### src/rtl/tsel_pkg.sv
package tsel_pkg;
  parameter int unsigned THREADS = 4;
  localparam int unsigned TID_W = (THREADS > 1) ? $clog2(THREADS) : 1;

  typedef logic [TID_W-1:0] tid_t;

  // strobes from control to datapath
  typedef struct packed {
    logic issue;
    tid_t tid;
  } dp_strobe_t;

  typedef enum logic {PH_RUN, PH_REFILL} phase_e;
endpackage

### src/rtl/tsel_wait.sv
module tsel_wait
  import tsel_pkg::*;
#(
  parameter int unsigned LONG_LAT = 6
) (
  input  logic               clk,
  input  logic               rstN,
  input  logic [THREADS-1:0] longMissIn,
  output logic [THREADS-1:0] longBusy
);
  localparam int unsigned CNT_W = $clog2(LONG_LAT + 1);

  for (genvar t = 0; t < THREADS; t++) begin : g_thr
    logic [CNT_W-1:0] waitCnt;

    always_ff @(posedge clk) begin
      if (!rstN) begin
        waitCnt <= '0;
      end else if (longMissIn[t]) begin
        waitCnt <= CNT_W'(LONG_LAT);
      end else if (waitCnt != '0) begin
        waitCnt <= waitCnt - 1'b1;
      end
    end

    assign longBusy[t] = longMissIn[t] | (waitCnt != '0);
  end
endmodule

### src/rtl/tsel_ctrl.sv
module tsel_ctrl
  import tsel_pkg::*;
#(
  parameter int unsigned PENALTY = 3
) (
  input  logic               clk,
  input  logic               rstN,
  input  logic               coarseMode,
  input  logic [THREADS-1:0] stallIn,
  input  logic [THREADS-1:0] longBusy,
  output dp_strobe_t         strobe,
  output logic               issueValid,
  output logic               switchEvent,
  output tid_t               selTid
);
  localparam int unsigned REF_W = (PENALTY > 0) ? $clog2(PENALTY + 1) : 1;

  tid_t             curTid;
  tid_t             startPtr;
  phase_e           phase;
  logic [REF_W-1:0] refillCnt;

  logic [THREADS-1:0] fineElig;
  logic               fineFound;
  tid_t               fineTid;
  logic               coarseFound;
  tid_t               coarseTid;
  logic               doSwitch;
  tid_t               nextStart;

  assign fineElig = ~stallIn & ~longBusy;

  // round-robin scan from startPtr; lowest offset wins
  always_comb begin
    int idx;
    fineFound = 1'b0;
    fineTid   = curTid;
    for (int k = THREADS - 1; k >= 0; k--) begin
      idx = (int'(startPtr) + k) % THREADS;
      if (fineElig[idx]) begin
        fineFound = 1'b1;
        fineTid   = tid_t'(idx);
      end
    end
  end

  // successor of the owner that is not long-blocked
  always_comb begin
    int idx;
    coarseFound = 1'b0;
    coarseTid   = curTid;
    for (int k = THREADS - 1; k >= 1; k--) begin
      idx = (int'(curTid) + k) % THREADS;
      if (!longBusy[idx]) begin
        coarseFound = 1'b1;
        coarseTid   = tid_t'(idx);
      end
    end
  end

  always_comb begin
    issueValid  = 1'b0;
    switchEvent = 1'b0;
    doSwitch    = 1'b0;
    selTid      = curTid;
    if (!coarseMode) begin
      if (fineFound) begin
        issueValid  = 1'b1;
        selTid      = fineTid;
        switchEvent = (fineTid != curTid);
      end
    end else if (phase == PH_RUN) begin
      if (longBusy[curTid]) begin
        if (coarseFound) begin
          doSwitch    = 1'b1;
          switchEvent = 1'b1;
        end
      end else if (!stallIn[curTid]) begin
        issueValid = 1'b1;
      end
    end
  end

  assign nextStart    = tid_t'((int'(selTid) + 1) % THREADS);
  assign strobe.issue = issueValid;
  assign strobe.tid   = selTid;

  always_ff @(posedge clk) begin
    if (!rstN) begin
      curTid    <= '0;
      startPtr  <= '0;
      phase     <= PH_RUN;
      refillCnt <= '0;
    end else begin
      if (issueValid) begin
        curTid   <= selTid;
        startPtr <= nextStart;
      end
      if (doSwitch) begin
        curTid    <= coarseTid;
        phase     <= (PENALTY > 0) ? PH_REFILL : PH_RUN;
        refillCnt <= REF_W'(PENALTY);
      end else if (!coarseMode) begin
        phase <= PH_RUN;
      end else if (phase == PH_REFILL) begin
        refillCnt <= refillCnt - 1'b1;
        if (refillCnt == REF_W'(1)) phase <= PH_RUN;
      end
    end
  end
endmodule

### src/rtl/tsel_dp.sv
module tsel_dp
  import tsel_pkg::*;
#(
  parameter int unsigned PC_W = 32
) (
  input  logic            clk,
  input  logic            rstN,
  input  dp_strobe_t      strobe,
  output logic [PC_W-1:0] issuePc
);
  localparam logic [PC_W-1:0] PC_STEP = PC_W'(4);

  logic [PC_W-1:0] pcReg [THREADS];

  for (genvar t = 0; t < THREADS; t++) begin : g_pc
    always_ff @(posedge clk) begin
      if (!rstN) begin
        pcReg[t] <= '0;
      end else if (strobe.issue && (strobe.tid == tid_t'(t))) begin
        pcReg[t] <= pcReg[t] + PC_STEP;
      end
    end
  end

  assign issuePc = pcReg[strobe.tid];
endmodule

### src/rtl/mt_thread_sel.sv
module mt_thread_sel
  import tsel_pkg::*;
#(
  parameter int unsigned PC_W     = 32,
  parameter int unsigned PENALTY  = 3,
  parameter int unsigned LONG_LAT = 6
) (
  input  logic               clk,
  input  logic               rstN,
  input  logic               coarseMode,
  input  logic [THREADS-1:0] stallIn,
  input  logic [THREADS-1:0] longMissIn,
  output logic               issueValid,
  output logic [TID_W-1:0]   issueTid,
  output logic               switchEvent,
  output logic [PC_W-1:0]    issuePc
);
  logic [THREADS-1:0] longBusy;
  dp_strobe_t         strobe;
  tid_t               selTid;

  tsel_wait #(.LONG_LAT(LONG_LAT)) u_wait (
    .clk(clk), .rstN(rstN), .longMissIn(longMissIn), .longBusy(longBusy)
  );

  tsel_ctrl #(.PENALTY(PENALTY)) u_ctrl (
    .clk(clk), .rstN(rstN), .coarseMode(coarseMode), .stallIn(stallIn),
    .longBusy(longBusy), .strobe(strobe), .issueValid(issueValid),
    .switchEvent(switchEvent), .selTid(selTid)
  );

  tsel_dp #(.PC_W(PC_W)) u_dp (
    .clk(clk), .rstN(rstN), .strobe(strobe), .issuePc(issuePc)
  );

  assign issueTid = selTid;
endmodule

### config.mk
export PLATFORM = sky130hd
export DESIGN_NAME = mt_thread_sel
export DESIGN_NICKNAME = d
export VERILOG_FILES = /design/src/rtl/tsel_pkg.sv /design/src/rtl/tsel_wait.sv /design/src/rtl/tsel_ctrl.sv /design/src/rtl/tsel_dp.sv /design/src/rtl/mt_thread_sel.sv
export SDC_FILE = /design/constraint.sdc
export NUM_CORES = 1
export LEC_CHECK = 0
export ABC_CLOCK_PERIOD_IN_PS = 9600
export CAP_MARGIN = 20
export CORE_MARGIN = 3
export CORE_UTILIZATION = 62
export DETAILED_ROUTE_END_ITERATION = 7
export HOLD_SLACK_MARGIN = 0.08
export PLACE_DENSITY = 0.81
export RECOVER_POWER = 100
export SKIP_CTS_REPAIR_TIMING = 1
export SYNTH_ARGS = -nofsm -noshare
export SYNTH_HDL_FRONTEND = slang
export SYNTH_SLANG_ARGS = --single-unit
### constraint.sdc
create_clock -name clk -period 9.6 [get_ports clk]
set_clock_uncertainty 0.05 [all_clocks]
set_input_delay 1.92 -clock clk [delete_from_list [all_inputs] [get_ports clk]]
set_output_delay 1.92 -clock clk [all_outputs]
set_load 0.05 [all_outputs]
; ---- Yosys cells after proc, flatten, opt, wreduce, memory -nomap -nowiden
; Memories as Yosys holds them, arrays and structs flattened.
; Index checks and enable logic that the tools add are counted.
[word_totals]
reg_bits = 19
ramBits = 128
inputBits = 11
elab_cells = 156
mem_count = 1
[mem_list]
columns = memory, words, width, read_ports, rd_ports_with_merged_regs, wr, line_no
row1 = u_dp.pcReg, 4, 32, 5, 0, 4, tsel_dp.sv:13  ; logic [PC_W-1:0] pcReg [THREADS];
[classes]
addsub = 16
order_cmp = 8
n_eq_ne = 6
n_mux = 79
bitwise_logic = 12
n_reduce_logical = 22
[ops]
columns = op, count
row1 = "32-bit by 3-bit adder with 32-bit output, second input constant", 4
row2 = 32-bit 2-to-1 mux, 4
row3 = 1-bit 2-to-1 mux, 44
row4 = 2-bit 2-to-1 mux, 14
row5 = "2-bit by 3-bit < comparator with 1-bit output, second input constant", 8
row6 = 3-bit 2-to-1 mux, 8
row7 = 1-bit binary-select mux with 2-bit select, 9
row8 = 2-bit nonzero test, 7
row9 = 3-bit nonzero test, 4
row10 = "3-bit by 1-bit subtractor with 3-bit output, second input constant", 4
row11 = "2-bit adder, second input constant", 4
row12 = 4-bit inverter, 2
row13 = 1-bit OR, 8
row14 = 2-bit OR reduction, 4
row15 = "2-bit by 1-bit adder with 2-bit output, second input constant", 3
row16 = 4-bit bitwise AND, 1
row17 = "2-bit by 1-bit == test with 1-bit output, second input constant", 2
row18 = "2-bit == test, second input constant", 2
row19 = 1-bit logical AND, 4
row20 = "4-bit != test, second input constant", 1
row21 = 2-bit AND reduction, 2
row22 = 2-bit zero test, 1
row23 = 2-bit != test, 1
row24 = "2-bit by 1-bit subtractor with 2-bit output, second input constant", 1
row25 = 1-bit inverter, 1

; ---- Longest topological paths before layout
[depth]
depth_word = 18
ltp_mapped = 15
depth_no_buf = 10

; ---- Modules after synthesis
; From an unflattened synthesis, not the netlist that was laid out.
[unflattened]
hier_cells = 881
area_unflattened_um2 = 9091.2
[modules_own_cells]
columns = mod, n_inst, cells_each, area_per_inst_um2
row1 = tsel_dp, 1, 707, 7589.8
row2 = tsel_ctrl, 1, 109, 815.8
row3 = tsel_wait, 1, 65, 685.7

; ---- Least setup slack after synthesis
; No wires, ideal clock.
[synth_timing]
path_kind = input port to output port
from = in longMissIn[1]
to = out issuePc[23]
arrival_ns = 4.626
slack_ns = 3.004
cell_stages = 12
n_path_buf = 4
path_cell_list = or3b_1 > buf_2 > a41o_1 > nor2_1 > o21ai_1 > and2_1 > buf_4 > inv_2 > buf_4 > buf_2 > nand2_1 > a32oi_1
[synth_via]
elab_chain_len = 12
[synth_rtl]
columns = item, line_no
row1 = from (decl), mt_thread_sel.sv:12  ; input logic [THREADS-1:0] longMissIn,
row2 = 1-bit OR *, tsel_wait.sv:26  ; assign longBusy[t] = longMissIn[t] | (waitCnt != '0);
row3 = 4-bit inverter *, tsel_ctrl.sv:31  ; assign fineElig = ~stallIn & ~longBusy;
row4 = 4-bit bitwise AND *, tsel_ctrl.sv:31
row5 = 1-bit binary-select mux with 2-bit select, tsel_ctrl.sv:40  ; if (fineElig[idx]) begin
row6 = 1-bit 2-to-1 mux (implied by the code), tsel_ctrl.sv:40
row7 = 2-bit 2-to-1 mux / 1-bit 2-to-1 mux (equally long branches) (4 in a row), tsel_ctrl.sv:40
row8 = 2-bit 2-to-1 mux *, tsel_ctrl.sv:67  ; if (fineFound) begin
row9 = 2-bit 2-to-1 mux *, tsel_ctrl.sv:66  ; if (!coarseMode) begin
row10 = via issueTid[1], mt_thread_sel.sv:14  ; output logic [TID_W-1:0] issueTid,
row11 = memory 4 x 32 bit *, --
row12 = to (decl), mt_thread_sel.sv:16  ; output logic [PC_W-1:0] issuePc
; The timed path passes the listed nets; every way through them passes the cells marked *. The select of a mux whose other input is x is not followed.

; ---- Final worst setup path
[layout_timing]
from = in longMissIn[0]
to = out issuePc[29]
[layout_via]
elab_chain_len = 12
[layout_rtl]
columns = item, line_no
row1 = 1-bit OR *, tsel_wait.sv:26
row2 = 4-bit inverter *, tsel_ctrl.sv:31
row3 = 4-bit bitwise AND *, tsel_ctrl.sv:31
row4 = 1-bit binary-select mux with 2-bit select, tsel_ctrl.sv:40
row5 = 1-bit 2-to-1 mux (implied by the code), tsel_ctrl.sv:40
row6 = 2-bit 2-to-1 mux / 1-bit 2-to-1 mux (equally long branches) (4 in a row), tsel_ctrl.sv:40
row7 = 2-bit 2-to-1 mux *, tsel_ctrl.sv:67
row8 = 2-bit 2-to-1 mux *, tsel_ctrl.sv:66
row9 = memory 4 x 32 bit *, --
; Every way passes the cells marked *; elsewhere a longest branch is shown, timed or not. The select of a mux whose other input is x is not followed.

==> metrics.cfg <==
[worst_setup_path]
critical_path_class=primary input to primary output
critPathSlowestCell=dlygate4sd3_1
rr_worst_depth=8
crit_start=longMissIn[0]
cp_num_buf_inv=4
cp_top_family=buffers and inverters
cpPeakStageDelay_ns=0.92
cp_max_fo=36
r2r-end=u_dp.pcReg[0][29]
cp.arrival_ns=5.99
worstPathRequired_ns=7.63
r2r_slack_ns=3.76
r2r-start=u_wait.g_thr[1].waitCnt[0]
cpMostUsedCell=dlygate4sd3_1
cp-start-kind=primary input
path_depth=11
end_kind=primary output
path_cells=dlygate4sd3_1 > or3b_1 > a41o_1 > nor2_1 > o21ai_0 > and2_2 > inv_1 > buf_12 > nand2_1 > a32oi_1 > dlygate4sd3_1

[detailed_routing]
met1_length_um=8830
drc_errors=0
num_vias=7079
drt_wl_total_um=20600
highest_layer=met4
vias_per_cell=6.16
dr.pass1.iters=6
drt-initial-drc-count=817
antenna_left=0
wl_per_cell_um=17.9
met3_length_um=1680
wl_met2_um=9470

[logic_synthesis]
yosys_warnings=0
synth-seq-cells=139
synthCells=938
ys.flop_type=edfxtp_1
synth-edff-count=120
yosys.cell_types.count=54
yosysSeqAreaShare_pct=46.1
async_flop_share_pct=0
syn_area_per_cell_sq_um=9.21
syn_area_sq_um=8640

[power]
p_leak_nw=3.30
power_density_nw_per_um2=286
power_mw=2.76
ir_drop_mv=0.208

[global_route]
antenna_found_initial=0
grt_max_degree=72
grt_pass1_vias=6472
grt_pass1_wl_um=32800
gr-total-overflow=0
track_usage_pct=27.6

[hold_path]
min_path_cells=2
whs_endpoint=u_ctrl.refillCnt[1]
hold_class=flip-flop to flip-flop
holdCritStartpoint=u_ctrl.refillCnt[1]

[clock_network]
cts_tree=built
cts_root_buf=clkbuf_16
cts_buffers=17
clock_sinks=139
insertion_delay_ns=0.43
clk_pin_slew_ns=0.06
cts_max_path_buffers=2
h-tree-depth=4

[timing]
slew_violations=15
fmax_ghz=0.126
rsz0062_at_grt=false
fin_crit_sh_pct=83.0
worst_slack_ns=1.64
worst_pin_slew_ns=2.19
post-route-min-period_ns=7.96
setup_viol=0
slew_headroom_pct=-47.3
hold_viol=0
tns_ns=0

[placed_design]
dp_slack_ns=1.90
gp_congestion=0.875
placedCellCount=1115
dpl.hpwl_um=13900
portBuffers=44
dpl_cell_area_sq_um=9090

[cells_and_area]
nFillCells=1004
layout-drive-gt1-share_pct=5.34
fin_area_sq_um=9650
n_antenna_cell=0
final_cells=1149
syn_to_final_growth_pct=11.7
finalNetCount=984

[run_status]
status=complete, but fails checks
violations=capacitance limit, slew limit

[floorplan]
die_w_um=124
coreArea_sq_um=13500
num_rows=42
initial_core_util_pct=64.2
ios=47
die_area_sq_um=15400
fp.dieH_um=124

[run]
max-cap-violations=2

## cell type report
cell class	instances	area, sq um	share of cell area, %
timing repair buffer	56	510	5.29
sequential	139	3980	41.3
clock inverter	14	146	1.52
multi-input combinational	727	4290	44.5
clock buffer	18	429	4.45
tap	176	220	2.28
inverter	19	71.3	0.739
## layout by cell type, fill, tap and decap left out, types with 3 or more instances in the layout
cell and count:
nor3b_1 7, a32oi_1 30, dfxtp_1 19, ha_1 13, nor3_1 9, nand3_1 49
or3b_1 4, o211ai_1 3, nor2b_1 7, nand2b_1 8, clkbuf_1 9, o31a_1 3
and4_1 7, o21a_1 10, o21ai_0 11, clkdlybuf4s50_1 8, dlygate4sd3_1 36, nor2_4 10
a211oi_1 3, nand2_1 152, edfxtp_1 120, nor2_1 152, clkbuf_16 17, or3_1 5
a21oi_1 44, clkinvlp_4 6, clkinv_2 3, and2_1 3, xnor2_1 32, xor2_1 87
mux2i_1 3, and3_1 30, inv_1 19, nand4_1 22
## through the flow
| step | hold slack, ns | util [%] |
|---|---|---|
| 6_report | 0.510 | 71.8 |
| 5_1_grt | 0.535 | 71.8 |
| 4_1_cts | 0.514 | 71.9 |
| 3_5_place_dp | 0.505 | 67.6 |
| 3_3_place_gp | 0.495 | 67.6 |
| 2_1_floorplan | 0.475 | - |
## tightest hold or removal path, cell delays in order (launching register included)
cell,delay (ns)
dfxtp_1,0.31
mux2i_1,0.11
a21boi_0,0.09
## cells in the mapped netlist (all sizes together), types with 22 or more instances
cell    number  area [sq um]
edfxtp     120          3600
nand2      152           571
and3        30           188
nor2       162           683
nand3       50           255
buf         25           185
a32oi       30           263
nand4       22           138
clkbuf      29           109
xor2        87           762
a21oi       45           229
xnor2       32           280
## state kept, by name, indices dropped and copies added (netlist names)
name,count
u_ctrl.curTid,2
u_ctrl.phase,1
u_ctrl.refillCnt,2
u_ctrl.startPtr,2
u_dp.pcReg,120
u_wait.g_thr.waitCnt,12
## kinds of logic (layout without fill, tap and decap cells)
family                     Yosys count  in the layout  share of synthesized area, %
DFF                                139            139                          46.1
muxes                                4              4                         0.608
other                                1              2                        0.0434
buffers and inverters               73            107                          4.23
xor gates and xnor gates           119            119                          12.1
and+or+nand+nor                    473            473                          25.9
adders and majority gates           13             13                          1.88
AOI/OAI and AO/OA                  116            116                          9.18
## per-layer routing
layer  up-vias  GRT usage (%)
li1       3311              -
met1      3395           39.1
met2       321           41.2
met3        52           5.99
met4         0           11.6
met5         -              0
## how the worst max path moves through the flow
stage | slack (ns) | endpoint
floorplan | 3.00 | issuePc[23]
detailed placement | 1.90 | issuePc[21]
global placement | 1.94 | issuePc[6]
CTS | 1.88 | issuePc[31]
finish | 1.64 | issuePc[29]
global route | 1.42 | issuePc[20]
## where the power goes
| part | internal [mW] | leakage, nW | switching, mW |
|---|---|---|---|
| logic | 0.368 | 1.63 | 0.898 |
| registers | 0.748 | 1.40 | 0.102 |
| clock network | 0.382 | 0.265 | 0.262 |
Note: power is estimated with default switching activity, not from simulation.
